### config.mk
export PLATFORM = sky130hd
export DESIGN_NAME = eeprom_serial_slave
export DESIGN_NICKNAME = d
export VERILOG_FILES = /design/src/rtl/eeprom_slave_pkg.sv /design/src/rtl/eeprom_bus_sampler.sv /design/src/rtl/eeprom_addr_ptr.sv /design/src/rtl/eeprom_proto_fsm.sv /design/src/rtl/eeprom_serial_slave.sv
export SDC_FILE = /design/constraint.sdc
export NUM_CORES = 1
export LEC_CHECK = 0
export BUFFER_PORTS_ARGS = -buffer_cell sky130_fd_sc_hd__buf_2
export CORE_MARGIN = 2
export CORE_UTILIZATION = 45
export DETAILED_ROUTE_END_ITERATION = 7
export PLACE_DENSITY = 0.66
export SLEW_MARGIN = 20
export SYNTH_ARGS = -nofsm -noshare
export SYNTH_HDL_FRONTEND = slang
export SYNTH_SLANG_ARGS = --single-unit
### constraint.sdc
create_clock -name clk -period 2.05 [get_ports clk]
set_input_delay 0.1025 -clock clk [delete_from_list [all_inputs] [get_ports clk]]
set_output_delay 0.1025 -clock clk [all_outputs]
set_load 0.01 [all_outputs]
### src/rtl/eeprom_slave_pkg.sv
package eeprom_slave_pkg;

  localparam int BYTE_W = 8;

  typedef enum logic [2:0] {
    ST_IDLE,
    ST_RX,
    ST_RXEND,
    ST_ACK,
    ST_TX,
    ST_MACK,
    ST_MACKH,
    ST_IGNORE
  } slv_state_t;

  typedef enum logic [1:0] {
    K_CTRL,
    K_ADDR,
    K_DATA
  } rx_kind_t;

endpackage

### src/rtl/eeprom_bus_sampler.sv
// Synchronizes the bus lines and derives edge and Start/Stop events.
module eeprom_bus_sampler #(
  parameter int SYNC_STAGES = 2
) (
  input  logic clk,
  input  logic rst_n,
  input  logic scl_i,
  input  logic sda_i,
  output logic sda_lvl,
  output logic scl_rise,
  output logic scl_fall,
  output logic start_det,
  output logic stop_det
);

  logic [SYNC_STAGES-1:0] scl_sync;
  logic [SYNC_STAGES-1:0] sda_sync;
  logic                   scl_q;
  logic                   sda_q;
  logic                   scl_s;
  logic                   sda_s;

  assign scl_s = scl_sync[SYNC_STAGES-1];
  assign sda_s = sda_sync[SYNC_STAGES-1];

  always_ff @(posedge clk or negedge rst_n) begin
    if (!rst_n) begin
      scl_sync <= '1;
      sda_sync <= '1;
      scl_q    <= 1'b1;
      sda_q    <= 1'b1;
    end else begin
      scl_sync <= {scl_sync[SYNC_STAGES-2:0], scl_i};
      sda_sync <= {sda_sync[SYNC_STAGES-2:0], sda_i};
      scl_q    <= scl_s;
      sda_q    <= sda_s;
    end
  end

  assign sda_lvl   = sda_s;
  assign scl_rise  = scl_s & ~scl_q;
  assign scl_fall  = ~scl_s & scl_q;
  assign start_det = scl_s & scl_q & sda_q & ~sda_s;
  assign stop_det  = scl_s & scl_q & ~sda_q & sda_s;

endmodule

### src/rtl/eeprom_addr_ptr.sv
// Address pointer: block load, low-byte load, in-page and linear advance.
module eeprom_addr_ptr #(
  parameter int ADDR_W = 11,
  parameter int BLK_W  = 3,
  parameter int PAGE_W = 4
) (
  input  logic              clk,
  input  logic              rst_n,
  input  logic              ld_blk,
  input  logic [BLK_W-1:0]  blk,
  input  logic              ld_low,
  input  logic [ADDR_W-BLK_W-1:0] low,
  input  logic              inc_page,
  input  logic              inc_lin,
  output logic [ADDR_W-1:0] ptr_o
);

  localparam int LOW_W = ADDR_W - BLK_W;

  logic [ADDR_W-1:0] ptr_q;
  logic [ADDR_W-1:0] ptr_d;
  logic              ptr_en;

  always_comb begin
    ptr_d  = ptr_q;
    ptr_en = ld_blk | ld_low | inc_page | inc_lin;
    if (ld_blk) begin
      ptr_d[ADDR_W-1:LOW_W] = blk;
    end
    if (ld_low) begin
      ptr_d[LOW_W-1:0] = low;
    end
    if (inc_page) begin
      ptr_d[PAGE_W-1:0] = ptr_q[PAGE_W-1:0] + 1'b1;
    end
    if (inc_lin) begin
      ptr_d = ptr_q + 1'b1;
    end
  end

  always_ff @(posedge clk or negedge rst_n) begin
    if (!rst_n) begin
      ptr_q <= '0;
    end else if (ptr_en) begin
      ptr_q <= ptr_d;
    end
  end

  assign ptr_o = ptr_q;

endmodule

### src/rtl/eeprom_proto_fsm.sv
// Byte-level protocol sequencer: receive, acknowledge, transmit, write hand-off.
module eeprom_proto_fsm
  import eeprom_slave_pkg::*;
#(
  parameter int          ADDR_W    = 11,
  parameter int          BLK_W     = 3,
  parameter logic [3:0]  CTRL_CODE = 4'b1010
) (
  input  logic                    clk,
  input  logic                    rst_n,
  input  logic                    scl_rise,
  input  logic                    scl_fall,
  input  logic                    start_det,
  input  logic                    stop_det,
  input  logic                    sda_lvl,
  input  logic                    busy_i,
  input  logic [BYTE_W-1:0]       rd_data_i,
  input  logic [ADDR_W-1:0]       ptr_i,
  output logic                    ld_blk_o,
  output logic [BLK_W-1:0]        blk_o,
  output logic                    ld_low_o,
  output logic [ADDR_W-BLK_W-1:0] low_o,
  output logic                    inc_page_o,
  output logic                    inc_lin_o,
  output logic                    sda_oe_o,
  output logic                    wr_byte_o,
  output logic [ADDR_W-1:0]       wr_addr_o,
  output logic [BYTE_W-1:0]       wr_data_o,
  output logic                    wr_commit_o
);

  localparam int LOW_W = ADDR_W - BLK_W;
  localparam int BIT_W = $clog2(BYTE_W);
  localparam logic [BIT_W-1:0] LAST_BIT = BIT_W'(BYTE_W - 1);

  slv_state_t         st_q,  st_d;
  rx_kind_t           kind_q, kind_d;
  logic [BIT_W-1:0]   bit_q, bit_d;
  logic [BYTE_W-1:0]  sh_q,  sh_d;
  logic               rw_q,  rw_d;
  logic               wrote_q, wrote_d;
  logic               wrb_q, wrb_d;
  logic [ADDR_W-1:0]  wra_q, wra_d;
  logic [BYTE_W-1:0]  wrd_q, wrd_d;
  logic               cmt_q, cmt_d;
  logic [BYTE_W-1:0]  rx_byte;
  logic               byte_done;

  assign rx_byte   = {sh_q[BYTE_W-2:0], sda_lvl};
  assign byte_done = scl_rise & (bit_q == LAST_BIT);
  assign blk_o     = rx_byte[BLK_W:1];
  assign low_o     = rx_byte[LOW_W-1:0];

  // Next-state process
  always_comb begin
    st_d       = st_q;
    kind_d     = kind_q;
    bit_d      = bit_q;
    sh_d       = sh_q;
    rw_d       = rw_q;
    wrote_d    = wrote_q;
    wrb_d      = 1'b0;
    wra_d      = wra_q;
    wrd_d      = wrd_q;
    cmt_d      = 1'b0;
    ld_blk_o   = 1'b0;
    ld_low_o   = 1'b0;
    inc_page_o = 1'b0;
    inc_lin_o  = 1'b0;

    if (stop_det) begin
      // Stop closes; commit only when data was taken
      st_d    = ST_IDLE;
      cmt_d   = wrote_q;
      wrote_d = 1'b0;
    end else if (start_det) begin
      // (repeated) Start discards, never commits
      st_d    = ST_RX;
      kind_d  = K_CTRL;
      bit_d   = '0;
      wrote_d = 1'b0;
    end else begin
      unique case (st_q)
        ST_IDLE, ST_IGNORE: begin
        end
        ST_RX: begin
          if (scl_rise) begin
            sh_d  = rx_byte;
            bit_d = bit_q + 1'b1;
          end
          if (byte_done) begin
            unique case (kind_q)
              K_CTRL: begin
                // code match and not busy
                if ((rx_byte[BYTE_W-1:BYTE_W-4] == CTRL_CODE) && !busy_i) begin
                  ld_blk_o = 1'b1;
                  rw_d     = rx_byte[0];
                  st_d     = ST_RXEND;
                end else begin
                  st_d = ST_IGNORE;
                end
              end
              K_ADDR: begin
                if (!busy_i) begin
                  ld_low_o = 1'b1;
                  st_d     = ST_RXEND;
                end else begin
                  st_d = ST_IGNORE;
                end
              end
              default: begin
                // hand the byte out, advance within the page
                if (!busy_i) begin
                  wrb_d      = 1'b1;
                  wra_d      = ptr_i;
                  wrd_d      = rx_byte;
                  inc_page_o = 1'b1;
                  wrote_d    = 1'b1;
                  st_d       = ST_RXEND;
                end else begin
                  st_d = ST_IGNORE;
                end
              end
            endcase
          end
        end
        ST_RXEND: begin
          if (scl_fall) begin
            st_d = ST_ACK;
          end
        end
        ST_ACK: begin
          if (scl_fall) begin
            bit_d = '0;
            if ((kind_q == K_CTRL) && rw_q) begin
              // first read byte, pointer advances as it is taken
              sh_d      = rd_data_i;
              inc_lin_o = 1'b1;
              st_d      = ST_TX;
            end else begin
              kind_d = (kind_q == K_CTRL) ? K_ADDR : K_DATA;
              st_d   = ST_RX;
            end
          end
        end
        ST_TX: begin
          if (scl_fall) begin
            if (bit_q == LAST_BIT) begin
              st_d = ST_MACK;
            end else begin
              sh_d  = {sh_q[BYTE_W-2:0], 1'b1};
              bit_d = bit_q + 1'b1;
            end
          end
        end
        ST_MACK: begin
          // master acknowledge decides continuation
          if (scl_rise) begin
            st_d = sda_lvl ? ST_IGNORE : ST_MACKH;
          end
        end
        ST_MACKH: begin
          if (scl_fall) begin
            sh_d      = rd_data_i;
            inc_lin_o = 1'b1;
            bit_d     = '0;
            st_d      = ST_TX;
          end
        end
        default: st_d = ST_IDLE;
      endcase
    end
  end

  // Register process
  always_ff @(posedge clk or negedge rst_n) begin
    if (!rst_n) begin
      st_q    <= ST_IDLE;
      kind_q  <= K_CTRL;
      bit_q   <= '0;
      sh_q    <= '1;
      rw_q    <= 1'b0;
      wrote_q <= 1'b0;
      wrb_q   <= 1'b0;
      wra_q   <= '0;
      wrd_q   <= '0;
      cmt_q   <= 1'b0;
    end else begin
      st_q    <= st_d;
      kind_q  <= kind_d;
      bit_q   <= bit_d;
      sh_q    <= sh_d;
      rw_q    <= rw_d;
      wrote_q <= wrote_d;
      wrb_q   <= wrb_d;
      cmt_q   <= cmt_d;
      if (wrb_d) begin
        wra_q <= wra_d;
        wrd_q <= wrd_d;
      end
    end
  end

  // drive low in the acknowledge slot or for a zero data bit
  assign sda_oe_o    = (st_q == ST_ACK) | ((st_q == ST_TX) & ~sh_q[BYTE_W-1]);
  assign wr_byte_o   = wrb_q;
  assign wr_addr_o   = wra_q;
  assign wr_data_o   = wrd_q;
  assign wr_commit_o = cmt_q;

endmodule

### src/rtl/eeprom_serial_slave.sv
module eeprom_serial_slave
  import eeprom_slave_pkg::*;
#(
  parameter int         ADDR_W      = 11,
  parameter int         BLK_W       = 3,
  parameter int         PAGE_W      = 4,
  parameter int         SYNC_STAGES = 2,
  parameter logic [3:0] CTRL_CODE   = 4'b1010
) (
  input  logic              clk,
  input  logic              rst_n,
  input  logic              scl_i,
  input  logic              sda_i,
  output logic              sda_oe_o,
  input  logic              busy_i,
  output logic [ADDR_W-1:0] rd_addr_o,
  input  logic [BYTE_W-1:0] rd_data_i,
  output logic              wr_byte_o,
  output logic [ADDR_W-1:0] wr_addr_o,
  output logic [BYTE_W-1:0] wr_data_o,
  output logic              wr_commit_o
);

  localparam int LOW_W = ADDR_W - BLK_W;

  logic              sda_lvl;
  logic              scl_rise;
  logic              scl_fall;
  logic              start_det;
  logic              stop_det;
  logic              ld_blk;
  logic [BLK_W-1:0]  blk;
  logic              ld_low;
  logic [LOW_W-1:0]  low;
  logic              inc_page;
  logic              inc_lin;
  logic [ADDR_W-1:0] ptr;

  eeprom_bus_sampler #(
    .SYNC_STAGES(SYNC_STAGES)
  ) u_samp (
    .clk      (clk),
    .rst_n    (rst_n),
    .scl_i    (scl_i),
    .sda_i    (sda_i),
    .sda_lvl  (sda_lvl),
    .scl_rise (scl_rise),
    .scl_fall (scl_fall),
    .start_det(start_det),
    .stop_det (stop_det)
  );

  eeprom_addr_ptr #(
    .ADDR_W(ADDR_W),
    .BLK_W (BLK_W),
    .PAGE_W(PAGE_W)
  ) u_ptr (
    .clk     (clk),
    .rst_n   (rst_n),
    .ld_blk  (ld_blk),
    .blk     (blk),
    .ld_low  (ld_low),
    .low     (low),
    .inc_page(inc_page),
    .inc_lin (inc_lin),
    .ptr_o   (ptr)
  );

  eeprom_proto_fsm #(
    .ADDR_W   (ADDR_W),
    .BLK_W    (BLK_W),
    .CTRL_CODE(CTRL_CODE)
  ) u_fsm (
    .clk        (clk),
    .rst_n      (rst_n),
    .scl_rise   (scl_rise),
    .scl_fall   (scl_fall),
    .start_det  (start_det),
    .stop_det   (stop_det),
    .sda_lvl    (sda_lvl),
    .busy_i     (busy_i),
    .rd_data_i  (rd_data_i),
    .ptr_i      (ptr),
    .ld_blk_o   (ld_blk),
    .blk_o      (blk),
    .ld_low_o   (ld_low),
    .low_o      (low),
    .inc_page_o (inc_page),
    .inc_lin_o  (inc_lin),
    .sda_oe_o   (sda_oe_o),
    .wr_byte_o  (wr_byte_o),
    .wr_addr_o  (wr_addr_o),
    .wr_data_o  (wr_data_o),
    .wr_commit_o(wr_commit_o)
  );

  assign rd_addr_o = ptr;

endmodule

==> metrics.md <==
| Metric | Value |
|---|---|
| Clock Latency Late Sink | 0.31 ns |
| Fin crit period | 1.92 ns |
| Initial antenna violation count | 0 |
| Critical-path maximum fanout | 13 |
| Clk buf depth | 2 |
| Crit path cell chain | ha_1 > ha_1 > and4bb_2 > nand3_4 > buf_4 > mux2_2 |
| Total grt overflow | 0 |
| Setup violators final | 0 |
| Final WL | roughly 6.4 mm |
| Run status | completed |
| Clock tree sinks | 56 |
| CTS tree | built |
| Critical Path Start | u_fsm.bit_q[0]$_DFFE_PN0P_ |
| Net count after synthesis | 279 |
| Worst Path Arrival | 2.13 ns |
| Initial Util | 0.461 |
| Top cell by count, worst path | ha_1 |
| Setup TNS | 0 ns |
| DRC | 0 |
| DR vias/cell | 5.57 |
| Root buf cell | clkbuf_8 |
| DIE AREA | 0.00712 mm^2 |
| Synthesis-to-layout area growth | 16.9% |
| CP max stage delay | 0.41 ns |
| Hold_sp | rd_data_i[2] |
| Mean Syn Cell Area | between 10 and 15 um^2 |
| Floorplan row count | 29 |
| F_max | ~0.52 GHz |
| Wire length per cell | 16.1 um |
| Antenna-violating nets left | 0 |
| Slew Viols, Final | 0 |
| Setup CP Type | register to register |
| Initial drt markers | between 100 and 150 |
| Worst hold path stage count | 3 |
| Leak pwr | 1.63 nW |
| Core area | 0.00631 mm^2 |
| Post-route design area | 0.00340 mm^2 |
| Via count | 2222 |
| Clk_skew | approximately 0.0094 ns |
| Final hold vios | 0 |
| HPWL after DPL | 4.77 mm |
| FF+latch count, synth | 56 |
| Mapped Area | 0.00291 mm^2 |
| Synth warn | 0 |
| 1st-pass router iterations | 4 |
| Share of layout cells above drive strength 1 | 0.360 |
| First-pass GRT wire length | approximately 11 mm |
| Pwr Density | 993 mW/mm^2 |
| Worst hold path type | input port to register |
| Reg2Reg Depth | 6 |
| Worst setup EP type | register |
| Cells after Synth | 263 |
| H-tree lvl count | 2 |
| Crit path buf inv count | 1 |
| Rel. slew slack | 0.530 |
| Number of global-route vias before repair | 2166 |
| Number of max-cap violations | 0 |
| Top_reg_cell synth | dfrtp_1 |
| Nets | 337 |
| TritonCTS buffer count | 5 |
| FFs w/ async S/R, synth | 1.00 |
| Reg2reg start | u_fsm.bit_q[0]$_DFFE_PN0P_ |
| Total track usage | 0.187 |
| Area after DPL | 0.00327 mm^2 |
| Pin count of the biggest net entering global routing | 57 |
| Post-synthesis sequential area ratio | 0.488 |
| Post-CTS Setup Bufs | 0 |
| Worst slew pin tran | between 0.7 and 0.8 ns |
| Final period util | 0.936 |
| GP Congestion | 0.963 |
| RSZ-0062 raised after global routing | no |
| Pwr Total | 3.38 mW |
| CP max stage cell | dfrtp_1 |
| Post-synth EDFFs | 0 |
| Number of antenna diodes | 0 |
| Instance count on the critical path | 6 |
| Max VDD drop | 0.000493 V |
| R2R Setup Slk | 0.13 ns |
| Die height | 84.4 um |
| Die W | between 80 and 90 um |
| Critical Path Start Type | register |
| I/O pin cnt | 46 |
| CP top delay family | adder cells |
| Clock-pin slew on the worst setup and hold paths | 0.10 ns |
| Distinct cells, synth | 59 |
| Required @ worst endpoint | 2.26 ns |
| Port Buffer Count | 45 |
flip-flops by register name (all words and copies together) (netlist names):
| register | flops |
|---|---|
| u_samp.scl_sync | 2 |
| u_fsm.rw_q | 1 |
| u_samp.sda_sync | 2 |
| u_samp.sda_q | 1 |
| u_fsm.wr_commit_o | 1 |
| u_fsm.wrote_q | 1 |
| u_fsm.kind_q | 2 |
| u_fsm.wr_addr_o | 11 |
| u_fsm.sh_q | 8 |
| u_fsm.wr_byte_o | 1 |
| u_fsm.st_q | 3 |
| u_samp.scl_q | 1 |
| u_fsm.wr_data_o | 8 |
| u_ptr.ptr_o | 11 |
| u_fsm.bit_q | 3 |
cell type report:
type                       instances  area, um^2
multi-input combinational        184        1390
clock buffer                       5        68.8
timing repair buffer              62         360
sequential                        56        1420
inverter                          12        45.0
tap                               77        96.3
clock inverter                     3        18.8
fill                             581        2910
layer usage:
metal / global-route usage / wire (um) / share of wire / vias to the layer above
li1: - / - / - / 1076
met1: 0.251 / 2890 / 0.45 / 1061
met3: 0.0492 / 387 / 0.060 / 12
met4: 0.0606 / 122 / 0.019 / 0
met5: 0 / 0 / 0 / -
met2: 0.297 / 3010 / 0.47 / 73
worst min-delay path, cell delays in order:
cell and delay, ns:
buf_2 0.10, mux2i_1 0.12, mux2i_1 0.09
stage by stage:
step / std cells / setup slack [ns] / utilization / hold WS [ns]
after floorplan: 263 / 0.229 / - / -0.193
after global placement: 388 / 0.0913 / 0.518 / 0.208
after detailed placement: 388 / 0.0129 / 0.518 / 0.209
after CTS: 399 / 0.0403 / 0.537 / 0.0959
after global routing: 399 / 0.00471 / 0.539 / 0.116
final: 399 / 0.132 / 0.539 / 0.0950
cell usage after synthesis, types with 2 or more instances:
library cell	count	area, um^2
a22oi_1	3	22.5
nand3_1	5	25.0
o21ai_0	12	60.1
nor3_1	7	35.0
a211oi_1	3	22.5
and4bb_2	2	25.0
mux2i_1	5	50.1
mux2_2	15	169
dfrtp_1	42	1050
and3_1	3	18.8
and4_1	3	26.3
nor2_1	9	33.8
dfstp_2	14	368
ha_1	3	37.5
o21ai_1	2	10.0
a32oi_1	3	26.3
o22ai_1	2	12.5
nand2b_1	4	25.0
o31ai_1	4	30.0
a22o_1	2	17.5
a21o_1	2	15.0
o21ai_2	3	26.3
inv_1	11	41.3
o211ai_1	4	30.0
nor2b_1	6	37.5
clkbuf_1	2	7.51
nand4_1	4	25.0
a21oi_1	7	35.0
mux2_1	13	146
mux2_4	2	30.0
buf_2	4	20.0
buf_4	5	37.5
nand2_1	31	116
final timing paths:
kind,endpoint
min in group asynchronous,u_fsm.wrote_q$_DFFE_PN0P_
max in group asynchronous,u_fsm.st_q[1]$_DFFE_PN0P_
setup reg to reg,u_fsm.wr_addr_o[4]$_DFFE_PN0P_
hold reg to reg,u_samp.scl_sync[1]$_DFF_PN1_
hold / removal,u_fsm.sh_q[2]$_DFFE_PN1P_
setup / recovery,u_fsm.wr_addr_o[4]$_DFFE_PN0P_
cells in the final DEF (no fill, tap or decap), drive strengths merged, types with 3 or more instances in the layout:
master,count
buf,59
dfrtp,42
nand2,32
mux2,30
o21ai,18
dfstp,14
inv,12
nor2,9
a21oi,8
nor3,7
nor2b,6
nand3,6
mux2i,5
clkbuf,5
nand2b,4
o31ai,4
nand4,4
o211ai,4
a22oi,4
and3,3
a211oi,3
a32oi,3
ha,3
dlygate4sd3,3
and4,3
and4bb,3
where the power goes:
group / total (mW) / internal [mW] / leakage, nW / switching (mW)
registers: 1.67 / 1.39 / 0.691 / 0.273
logic: 1.11 / 0.549 / 0.899 / 0.560
clock network: 0.601 / 0.237 / 0.0378 / 0.364
total: 3.38 / 2.18 / 1.63 / 1.20
logic make-up (layout without fill, tap and decap cells):
group / after synthesis / after routing / share of synthesized area
and+or+nand+nor: 88 / 88 / 0.176
DFF: 56 / 56 / 0.488
buffers and inverters: 23 / 82 / 0.0379
adders and majority gates: 3 / 3 / 0.0129
AOI/OAI and AO/OA: 58 / 58 / 0.150
muxes: 35 / 35 / 0.136
repair_timing:
| item | 4_1_cts | 5_1_grt |
|---|---|---|
| resized for setup | 1 | 3 |
| hold buffers | 3 | 0 |
| endpoints found under the hold margin | 44 | 0 |
| gates cloned | 0 | 0 |
| setup endpoints to repair | 3 | 8 |
Note: power is estimated with default switching activity, not from simulation.
